===== config.mk =====
export PLATFORM = sky130hd
export DESIGN_NAME = adc_key_decoder
export DESIGN_NICKNAME = d
export VERILOG_FILES = /design/src/rtl/kd_pkg.sv /design/src/rtl/kd_gap_div.sv /design/src/rtl/kd_map_table.sv /design/src/rtl/kd_filter.sv /design/src/rtl/adc_key_decoder.sv
export SDC_FILE = /design/constraint.sdc
export NUM_CORES = 1
export LEC_CHECK = 0
export CELL_PAD_IN_SITES_DETAIL_PLACEMENT = 0
export CELL_PAD_IN_SITES_GLOBAL_PLACEMENT = 2
export CORE_MARGIN = 2
export CORE_UTILIZATION = 35
export CTS_BUF_LIST = sky130_fd_sc_hd__clkbuf_4 sky130_fd_sc_hd__clkbuf_8
export CTS_CLUSTER_SIZE = 30
export DETAILED_ROUTE_END_ITERATION = 6
export GPL_TIMING_DRIVEN = 1
export PLACE_DENSITY_LB_ADDON = 0.1
export SYNTH_ARGS = -nofsm -noshare
export SYNTH_HDL_FRONTEND = slang
export SYNTH_SLANG_ARGS = --single-unit

===== constraint.sdc =====
create_clock -name clk -period 6.1 [get_ports clk]
set_input_delay 0.915 -clock clk [delete_from_list [all_inputs] [get_ports clk]]
set_output_delay 0.915 -clock clk [all_outputs]
set_load 0.01 [all_outputs]

===== src/rtl/kd_pkg.sv =====
package kd_pkg;
  typedef enum logic [1:0] {
    B_IDLE = 2'd0,
    B_DIV  = 2'd1,
    B_FILL = 2'd2
  } build_st_t;
endpackage


===== src/rtl/kd_gap_div.sv =====
module kd_gap_div #(
  parameter int NUM_W = 12,
  parameter int DEN_W = 4
) (
  input  logic             clk,
  input  logic             rst_n,
  input  logic             start,
  input  logic [NUM_W-1:0] dividend,
  input  logic [DEN_W-1:0] divisor,
  output logic             done,
  output logic [NUM_W-1:0] quotient
);
  localparam int STEP_W = $clog2(NUM_W + 1);

  logic [NUM_W-1:0]  q;
  logic [DEN_W-1:0]  r;
  logic [STEP_W-1:0] left;
  logic [DEN_W:0]    trial;
  logic [DEN_W:0]    diff;
  logic              fits;

  // one restoring step per cycle, MSB of the dividend first
  assign trial = {r, q[NUM_W-1]};
  assign diff  = trial - {1'b0, divisor};
  assign fits  = trial >= {1'b0, divisor};

  always_ff @(posedge clk) begin
    if (!rst_n) begin
      q    <= '0;
      r    <= '0;
      left <= '0;
      done <= 1'b0;
    end else if (start) begin
      q    <= dividend;
      r    <= '0;
      left <= STEP_W'(NUM_W);
      done <= 1'b0;
    end else if (left != '0) begin
      q    <= {q[NUM_W-2:0], fits};
      r    <= fits ? diff[DEN_W-1:0] : trial[DEN_W-1:0];
      left <= left - STEP_W'(1);
      done <= (left == STEP_W'(1));
    end else begin
      done <= 1'b0;
    end
  end

  assign quotient = q;
endmodule


===== src/rtl/kd_map_table.sv =====
module kd_map_table
  import kd_pkg::*;
#(
  parameter int CODE_W   = 12,
  parameter int IDX_W    = 7,
  parameter int MAX_KEYS = 8,
  parameter int KEY_W    = 4
) (
  input  logic                           clk,
  input  logic                           rst_n,
  input  logic                           start,
  input  logic [MAX_KEYS-1:0][CODE_W-1:0] key_codes,
  input  logic [KEY_W-1:0]               num_keys,
  input  logic [IDX_W-1:0]               rd_idx,
  output logic [KEY_W-1:0]               rd_key,
  output logic                           busy
);
  localparam int SHIFT   = CODE_W - IDX_W;
  localparam int ENTRIES = 1 << IDX_W;

  build_st_t         st;
  logic [IDX_W-1:0]  fill_i;
  logic [KEY_W-1:0]  ptr;
  logic [KEY_W-1:0]  ptr_nx;
  logic [CODE_W-1:0] half_gap;
  logic [KEY_W-1:0]  tbl [ENTRIES];

  logic [CODE_W-1:0] first_code, last_code, ptr_code, span;
  logic [CODE_W:0]   bound, scaled;
  logic              div_start, div_done;
  logic [CODE_W-1:0] div_quo;

  // sum of adjacent differences telescopes to last minus first
  always_comb begin
    first_code = key_codes[0];
    last_code  = '0;
    ptr_code   = '1;
    for (int k = 0; k < MAX_KEYS; k++) begin
      if (KEY_W'(k + 1) == num_keys) last_code = key_codes[k];
      if (KEY_W'(k) == ptr && ptr < num_keys) ptr_code = key_codes[k];
    end
    span = (last_code > first_code) ? last_code - first_code : '0;
  end

  assign div_start = start && (num_keys > KEY_W'(1));

  kd_gap_div #(.NUM_W(CODE_W), .DEN_W(KEY_W)) u_div (
    .clk      (clk),
    .rst_n    (rst_n),
    .start    (div_start),
    .dividend (span),
    .divisor  (num_keys - KEY_W'(1)),
    .done     (div_done),
    .quotient (div_quo)
  );

  assign bound  = {1'b0, ptr_code} + {1'b0, half_gap};
  assign scaled = {1'b0, fill_i, {SHIFT{1'b0}}};
  assign ptr_nx = (scaled > bound && ptr < num_keys) ? ptr + KEY_W'(1) : ptr;

  always_ff @(posedge clk) begin
    if (!rst_n) begin
      st       <= B_IDLE;
      fill_i   <= '0;
      ptr      <= '0;
      half_gap <= '0;
    end else if (start) begin
      fill_i <= '0;
      ptr    <= '0;
      if (num_keys > KEY_W'(1)) begin
        st <= B_DIV;
      end else begin
        st       <= B_FILL;
        half_gap <= '0;
      end
    end else begin
      case (st)
        B_DIV: if (div_done) begin
          half_gap <= div_quo >> 1;
          st       <= B_FILL;
        end
        B_FILL: begin
          ptr    <= ptr_nx;
          fill_i <= fill_i + IDX_W'(1);
          if (fill_i == IDX_W'(ENTRIES - 1)) st <= B_IDLE;
        end
        default: ;
      endcase
    end
  end

  always_ff @(posedge clk) begin
    if (!rst_n) begin
      for (int e = 0; e < ENTRIES; e++) tbl[e] <= '0;
    end else if (st == B_FILL && !start) begin
      tbl[fill_i] <= ptr_nx;
    end
  end

  assign rd_key = tbl[rd_idx];
  assign busy   = (st != B_IDLE);
endmodule


===== src/rtl/kd_filter.sv =====
module kd_filter #(
  parameter int IDX_W  = 7,
  parameter int FILT_W = 4,
  parameter int KEY_W  = 4
) (
  input  logic              clk,
  input  logic              rst_n,
  input  logic              take,
  input  logic [IDX_W-1:0]  idx,
  input  logic [KEY_W-1:0]  key_in,
  input  logic              clear,
  input  logic [FILT_W-1:0] filt,
  output logic              press_valid,
  output logic [KEY_W-1:0]  press_key,
  output logic              release_valid,
  output logic [KEY_W-1:0]  release_key
);
  logic [FILT_W-1:0] cnt, cnt_nx;
  logic [IDX_W-1:0]  prev;
  logic [KEY_W-1:0]  last_key;

  assign cnt_nx = (idx == prev) ? cnt + FILT_W'(1) : '0;

  always_ff @(posedge clk) begin
    if (!rst_n) begin
      cnt           <= '0;
      prev          <= '0;
      last_key      <= '0;
      press_valid   <= 1'b0;
      press_key     <= '0;
      release_valid <= 1'b0;
      release_key   <= '0;
    end else begin
      press_valid   <= 1'b0;
      release_valid <= 1'b0;
      if (clear) begin
        cnt           <= '0;
        prev          <= '0;
        release_valid <= 1'b1;
        release_key   <= last_key;
      end else if (take) begin
        if (cnt_nx >= filt) begin
          press_valid <= 1'b1;
          press_key   <= key_in;
          last_key    <= key_in;
          cnt         <= '0;
          prev        <= '0;
        end else begin
          cnt  <= cnt_nx;
          prev <= idx;
        end
      end
    end
  end
endmodule


===== src/rtl/adc_key_decoder.sv =====
module adc_key_decoder #(
  parameter int CODE_W    = 12,
  parameter int IDX_W     = 7,
  parameter int MAX_KEYS  = 8,
  parameter int FILT_W    = 4,
  parameter int FILT_DEF  = 4,
  parameter int DOWN_CODE = 3840,
  localparam int KEY_W    = $clog2(MAX_KEYS + 1),
  localparam int ADDR_W   = $clog2(MAX_KEYS + 2)
) (
  input  logic              clk,
  input  logic              rst_n,
  input  logic              s_valid,
  output logic              s_ready,
  input  logic [CODE_W-1:0] s_data,
  input  logic              rel_evt,
  input  logic              cfg_we,
  input  logic [ADDR_W-1:0] cfg_addr,
  input  logic [CODE_W-1:0] cfg_wdata,
  output logic              press_valid,
  output logic [KEY_W-1:0]  press_key,
  output logic              release_valid,
  output logic [KEY_W-1:0]  release_key,
  output logic              rebuilding
);
  localparam int SHIFT = CODE_W - IDX_W;

  logic [MAX_KEYS-1:0][CODE_W-1:0] key_codes;
  logic [KEY_W-1:0]  num_keys;
  logic [KEY_W-1:0]  num_clamped;
  logic [FILT_W-1:0] filt;
  logic              start_q;
  logic              tbl_busy;
  logic [KEY_W-1:0]  tbl_key;
  logic [IDX_W-1:0]  s_idx;
  logic              take;

  always_comb begin
    if (cfg_wdata == '0)                       num_clamped = KEY_W'(1);
    else if (cfg_wdata > CODE_W'(MAX_KEYS))    num_clamped = KEY_W'(MAX_KEYS);
    else                                       num_clamped = cfg_wdata[KEY_W-1:0];
  end

  always_ff @(posedge clk) begin
    if (!rst_n) begin
      key_codes <= '0;
      num_keys  <= KEY_W'(1);
      filt      <= FILT_W'(FILT_DEF);
      start_q   <= 1'b1;
    end else begin
      start_q <= cfg_we && (cfg_addr <= ADDR_W'(MAX_KEYS));
      if (cfg_we) begin
        for (int k = 0; k < MAX_KEYS; k++)
          if (cfg_addr == ADDR_W'(k)) key_codes[k] <= cfg_wdata;
        if (cfg_addr == ADDR_W'(MAX_KEYS))     num_keys <= num_clamped;
        if (cfg_addr == ADDR_W'(MAX_KEYS + 1)) filt     <= cfg_wdata[FILT_W-1:0];
      end
    end
  end

  assign rebuilding = start_q | tbl_busy;
  assign s_ready    = ~rebuilding & ~rel_evt;
  assign s_idx      = s_data[CODE_W-1:SHIFT];
  assign take       = s_valid && s_ready && (s_data < CODE_W'(DOWN_CODE));

  kd_map_table #(
    .CODE_W(CODE_W), .IDX_W(IDX_W), .MAX_KEYS(MAX_KEYS), .KEY_W(KEY_W)
  ) u_table (
    .clk       (clk),
    .rst_n     (rst_n),
    .start     (start_q),
    .key_codes (key_codes),
    .num_keys  (num_keys),
    .rd_idx    (s_idx),
    .rd_key    (tbl_key),
    .busy      (tbl_busy)
  );

  kd_filter #(.IDX_W(IDX_W), .FILT_W(FILT_W), .KEY_W(KEY_W)) u_filter (
    .clk           (clk),
    .rst_n         (rst_n),
    .take          (take),
    .idx           (s_idx),
    .key_in        (tbl_key),
    .clear         (rel_evt),
    .filt          (filt),
    .press_valid   (press_valid),
    .press_key     (press_key),
    .release_valid (release_valid),
    .release_key   (release_key)
  );
endmodule


# Word level (Yosys, flattened, before mapping)
# Memories as Yosys holds them, arrays and structs flattened. A register that Yosys moved wholly into a read port is not among the register bits.
# Cells that the tools add are included.
# classes
reduce_logical	44
n_lt_le_gt_ge	9
eq_ne	32
addsub	8
muxes	46
bitwise_logic	7
# op_table
operator	n
$mux 12	23
$mux 4	9
$eq 3x4->1 const A	8
$reduce_and 2->1	10
$eq 2x4->1 const A	4
$eq 4x3->1 const B	4
$logic_and 1x1->1	14
$mux 7	2
$add 12x12->13	1
$gt 12x13->1	1
$gt 12x12->1	1
$gt 12x4->1 const B	1
$logic_not 12->1	1
$lt 12x12->1 const B	1
$sub 12x12->12	1
$reduce_and 3->1	3
$add 4x1->4 const B	2
$eq 1x4->1 const A	2
$eq 4x1->1 const B	2
$eq 4x2->1 const B	2
$eq 4x4->1 const B	2
$logic_not 4->1	2
$mux 2	4
$reduce_bool 2->1	4
other kinds (27)	42
# totals
ramBits	512
in_bits	33
register_bits	168
n_memories	1
elab_cells	172
out_inout_bits	12
# memory_table
name	words	word_bits	read_ports	rd_clocked_by_memory_dff	write_ports	line_no	text
u_table.tbl	128	4	1	1	128	kd_map_table.sv:26	logic [KEY_W-1:0] tbl [ENTRIES];

# Depth between registers and ports, before layout
# depth
depth_word	15
mapped_depth	30
depth_no_buf	26

# Modules after synthesis
# A second synthesis with hierarchy kept.
# unflattened
hier_cells	3135
area_unflattened_um2	34675.8
# modules_own_cells
mod	cells_each	instances	seq_area_each_um2	area_each_um2
kd_map_table	2388	1	15855.2	28295.9
adc_key_decoder	512	1	2102.0	4201.5
kd_gap_div	122	1	420.4	1144.8
kd_filter	113	1	420.4	1033.5

# Worst setup path after synthesis
# No wires, ideal clock.
# synth_timing
path_kind	register to register
startpoint	reg num_keys[2]
endpoint	mem u_table.tbl[64][2], data pin
period_less_slack_ns	5.972
setup_slack_ns	0.128
n_path_buf	3
required_ns	5.843
arrival_time_ns	5.715
stages_incl_launch_ff	30
setup_ns	0.257
path_cell_list	dfxtp_1 clkbuf_1 inv_1 ha_1 or2_1 a21o_1 a21oi_1 nand3_1 nand2_1 o22ai_1 a31oi_1 ha_1 inv_1 fa_1 nand2b_1 a21oi_1 o41a_1 a21o_1 a21oi_1 xor2_1 ha_1 nand4_1 nor4b_1 o211ai_1 nor2_1 a2111oi_2 xnor2_1 buf_2 buf_4 nor2_1
# synth_lines
item	line_no	text
start: declaration	adc_key_decoder.sv:29	logic [KEY_W-1:0] num_keys;
start signal: assignment	adc_key_decoder.sv:55	if (cfg_addr == ADDR_W'(MAX_KEYS)) num_keys <= num_clamped;
end: declaration	kd_map_table.sv:26	

==> impl_metrics.py <==
metrics = {
    "timing": {
        "finalSetupViolations": 1,
        "min_period_over_period": 1.00,
        "tightest_slew_ns": 1.08,
        "fin_setup_tns_ns": -0.00708,
        "final-hold-violation-count": 0,
        "finClkSkew_ns": 0.0408,
        "hold_ws_ns": 0.503,
        "slew_violations": 0,
        "clock.fmax_ghz": 0.164,
        "layout_setup_ws_ns": -0.00708,
        "post-route-min-period_ns": 6.11,
        "timing.slew.headroom": 0.278,
        "rsz0062_at_grt": "true",
    },
    "yosys": {
        "synth_top_area_cell": "edfxtp_1",
        "syn_area_sq_um": 33300,
        "syn_inst": 2965,
        "avgSynthCellArea_sq_um": 11.2,
        "synth_nets": 3055,
        "synth_top_area_share": 0.462,
        "ys_ff_latch": 683,
        "ys_warn_count": 0,
        "yosys-top-cells-area": "edfxtp_1 (46%), dfxtp_1 (10%), mux4_2 (7.4%)",
        "synth-edff-count": 512,
        "synth_ff_type": "edfxtp_1",
        "synth.distinct_cells": 68,
        "synth_seq_area_share": 0.565,
        "synth-async-reset-ratio": 0,
    },
    "cells_and_area": {
        "final_layout_size_suffix_gt1_frac": 0.201,
        "area_delta_synth_final_pct": 19.9,
        "layout_commonest_cell": "nor2_1",
        "final_net_count": 3218,
        "utilization": 0.422,
        "mostFrequentLayoutCells": "nor2_1 (583), edfxtp_1 (512), nand2_1 (350)",
    },
    "critical_path": {
        "cp_max_fo": 9,
        "cp_common_cell": "buf_4",
        "cpMaxStageDelayCell": "o311a_1",
        "cp-start-kind": "flip-flop",
        "crit_type": "reg -> reg",
        "path_buf_inv": 9,
        "end_kind": "flip-flop",
        "slowest_delay_ns": 0.37,
        "worstPathRequired_ns": 6.64,
        "cp.arrival_ns": 6.65,
        "critPathTopFamily": "compound AO/OA/AOI/OAI gates",
    },
    "routing": {
        "vias": 24000,
        "routed_wl_microns": 106000,
        "drt_iter0_drc": 1952,
        "routedWlPerCell_microns": 23.5,
        "dr.pass1.iters": 5,
        "drtAntennaViolNets": 0,
        "via_per_inst": 5.33,
        "drc": 0,
    },
    "status": {
        "violations": "setup timing",
        "status": "complete, but fails checks",
    },
    "power": {
        "pwr-share-comb": 0.097,
        "p_sw_uw": 2750,
        "switching_share": 0.253,
        "leakagePower_uw": 0.0141,
        "p_int_uw": 8130,
        "clkPwrFrac": 0.418,
        "peakVddDrop_mv": 0.174,
        "pwr-share-seq": 0.485,
        "power.density_nw_per_um2": 273,
        "fin_total_pwr_uw": 10900,
    },
    "clocking": {
        "root_buffer": "clkbuf_8",
        "clk_latency_ns": 0.82,
        "cts_buffers": 130,
        "tritoncts": "done",
        "cts_hold_buf": 0,
        "clockBufferDepth": 3,
        "htree_levels": 4,
        "cts.sinks": 683,
        "clk_pin_slew_worst_paths_ns": 0.05,
    },
    "placement": {
        "dpl.hpwl_microns": 70100,
        "place_congestion": 0.801,
        "io_buffers": 39,
    },
    "floorplanning": {
        "fp.dieW_microns": 312,
        "die_area_sq_um": 97600,
        "rows": 113,
        "die_h_microns": 312,
        "io_pins": 45,
        "start_util": 0.352,
        "core_sq_um": 94600,
    },
    "grt": {
        "grt_pass1_wl_microns": 156000,
        "grtUsageTotal": 0.214,
        "grt_pass1_vias": 24400,
        "grt_overflow": 0,
        "grt_antenna_before_repair": 3,
        "grt_max_degree": 173,
    },
    "worst_hold_path": {
        "hold_class": "reg -> reg",
    },
    "flow_run": {
        "maxCapViolCount": 0,
    },
}
-- per-stage QoR --
step / worst slack [ns] / cells / area, sq um
6_report: -0.00708 / 4498 / 39900
5_1_grt: -0.317 / 4497 / 39900
4_1_cts: -0.0392 / 4474 / 39300
3_5_place_dp: -0.622 / 4215 / 35900
3_3_place_gp: -0.629 / 4215 / 35900
2_1_floorplan: 0.128 / 2965 / 33300
-- layer usage --
| metal | routed length [microns] | part of all wire | GRT usage | up-vias |
|---|---|---|---|---|
| met5 | 0 | 0 | 0 | - |
| met4 | 2980 | 0.028 | 0.0739 | 0 |
| met3 | 5440 | 0.051 | 0.0377 | 183 |
| met2 | 50800 | 0.48 | 0.354 | 663 |
| met1 | 46500 | 0.44 | 0.283 | 12000 |
| li1 | - | - | - | 11100 |
-- synthesized netlist by cell type (all sizes together), types with 31 or more instances --
cell type,n
a22oi,40
inv,46
o211ai,34
clkbuf,127
o21ai,63
nand3,38
a21oi,86
edfxtp,512
mux2i,144
ha,54
a21boi,31
dfxtp,171
nor2,617
nor2b,110
nor3,33
buf,87
mux4,109
nand2,356
-- cell type report --
class                      instances  area [sq um]
fill                            8939         54700
sequential                       683         18800
multi-input combinational       2022         14000
timing repair buffer             245          2720
clock buffer                     177          2210
tap                             1265          1580
clock inverter                    55           378
inverter                          46           175
antenna                            5          12.5
-- state kept, by name (all words and copies together) (netlist names) --
register and count:
u_filter.cnt 4, u_filter.release_key 4, u_filter.last_key 4, u_table.u_div.left 4, start_q 1, u_table.tbl 512, u_table.half_gap 11, filt 4
u_table.fill_i 7, u_table.ptr 4, u_table.u_div.done 1, u_table.st 2, u_filter.release_valid 1, u_filter.press_valid 1, u_table.u_div.quotient 12, key_codes 96
u_filter.prev 7, num_keys 4, u_table.u_div.r 4
-- power groups by stage --
| stage | Combinational (uW) | Clock, uW | Sequential [uW] |
|---|---|---|---|
| floorplan | 710 | 0 | 5320 |
| global placement | 1010 | 0 | 5360 |
| detailed placement | 1030 | 0 | 5360 |
| CTS | 1060 | 4680 | 5270 |
| global route | 1150 | 4870 | 5290 |
| finish | 1060 | 4550 | 5270 |
-- tightest hold or removal path, cell delays in order (launching register included) --
cell and delay, ns:
dfxtp_1 0.33, nand2_1 0.06, a21boi_0 0.06
-- cell families (layout without fill, tap and decap cells) --
family | count (synthesis) | count (layout) | synth area share
simple gates | 1262 | 1262 | 0.163
flops | 683 | 683 | 0.565
compound gates | 416 | 416 | 0.0870
buf+inv | 260 | 523 | 0.0369
mux | 255 | 255 | 0.118
fa+ha+maj | 57 | 57 | 0.0221
xor+xnor | 32 | 32 | 0.00842
other cells | 0 | 5 | 0
-- repair_timing --
| action | in CTS | in global routing |
|---|---|---|
| resized for setup | 93 | 74 |
| setup buffers | 22 | 11 |
| endpoints found under the setup margin | 516 | 515 |
| cloned | 5 | 12 |
| pin swaps | 34 | 36 |
-- path summary, 6_finish.rpt --
kind / start / to / slack, ns / depth (start not counted)
min: key_codes[50] / key_codes[50] / 0.50 / 2
max: num_keys[2] / u_table.tbl[98][3] / -0.007 / 32
min reg2reg: key_codes[50] / key_codes[50] / 0.50 / 2
max reg2reg: num_keys[2] / u_table.tbl[98][3] / -0.007 / 32
Note: power is estimated with default switching activity, not from simulation.
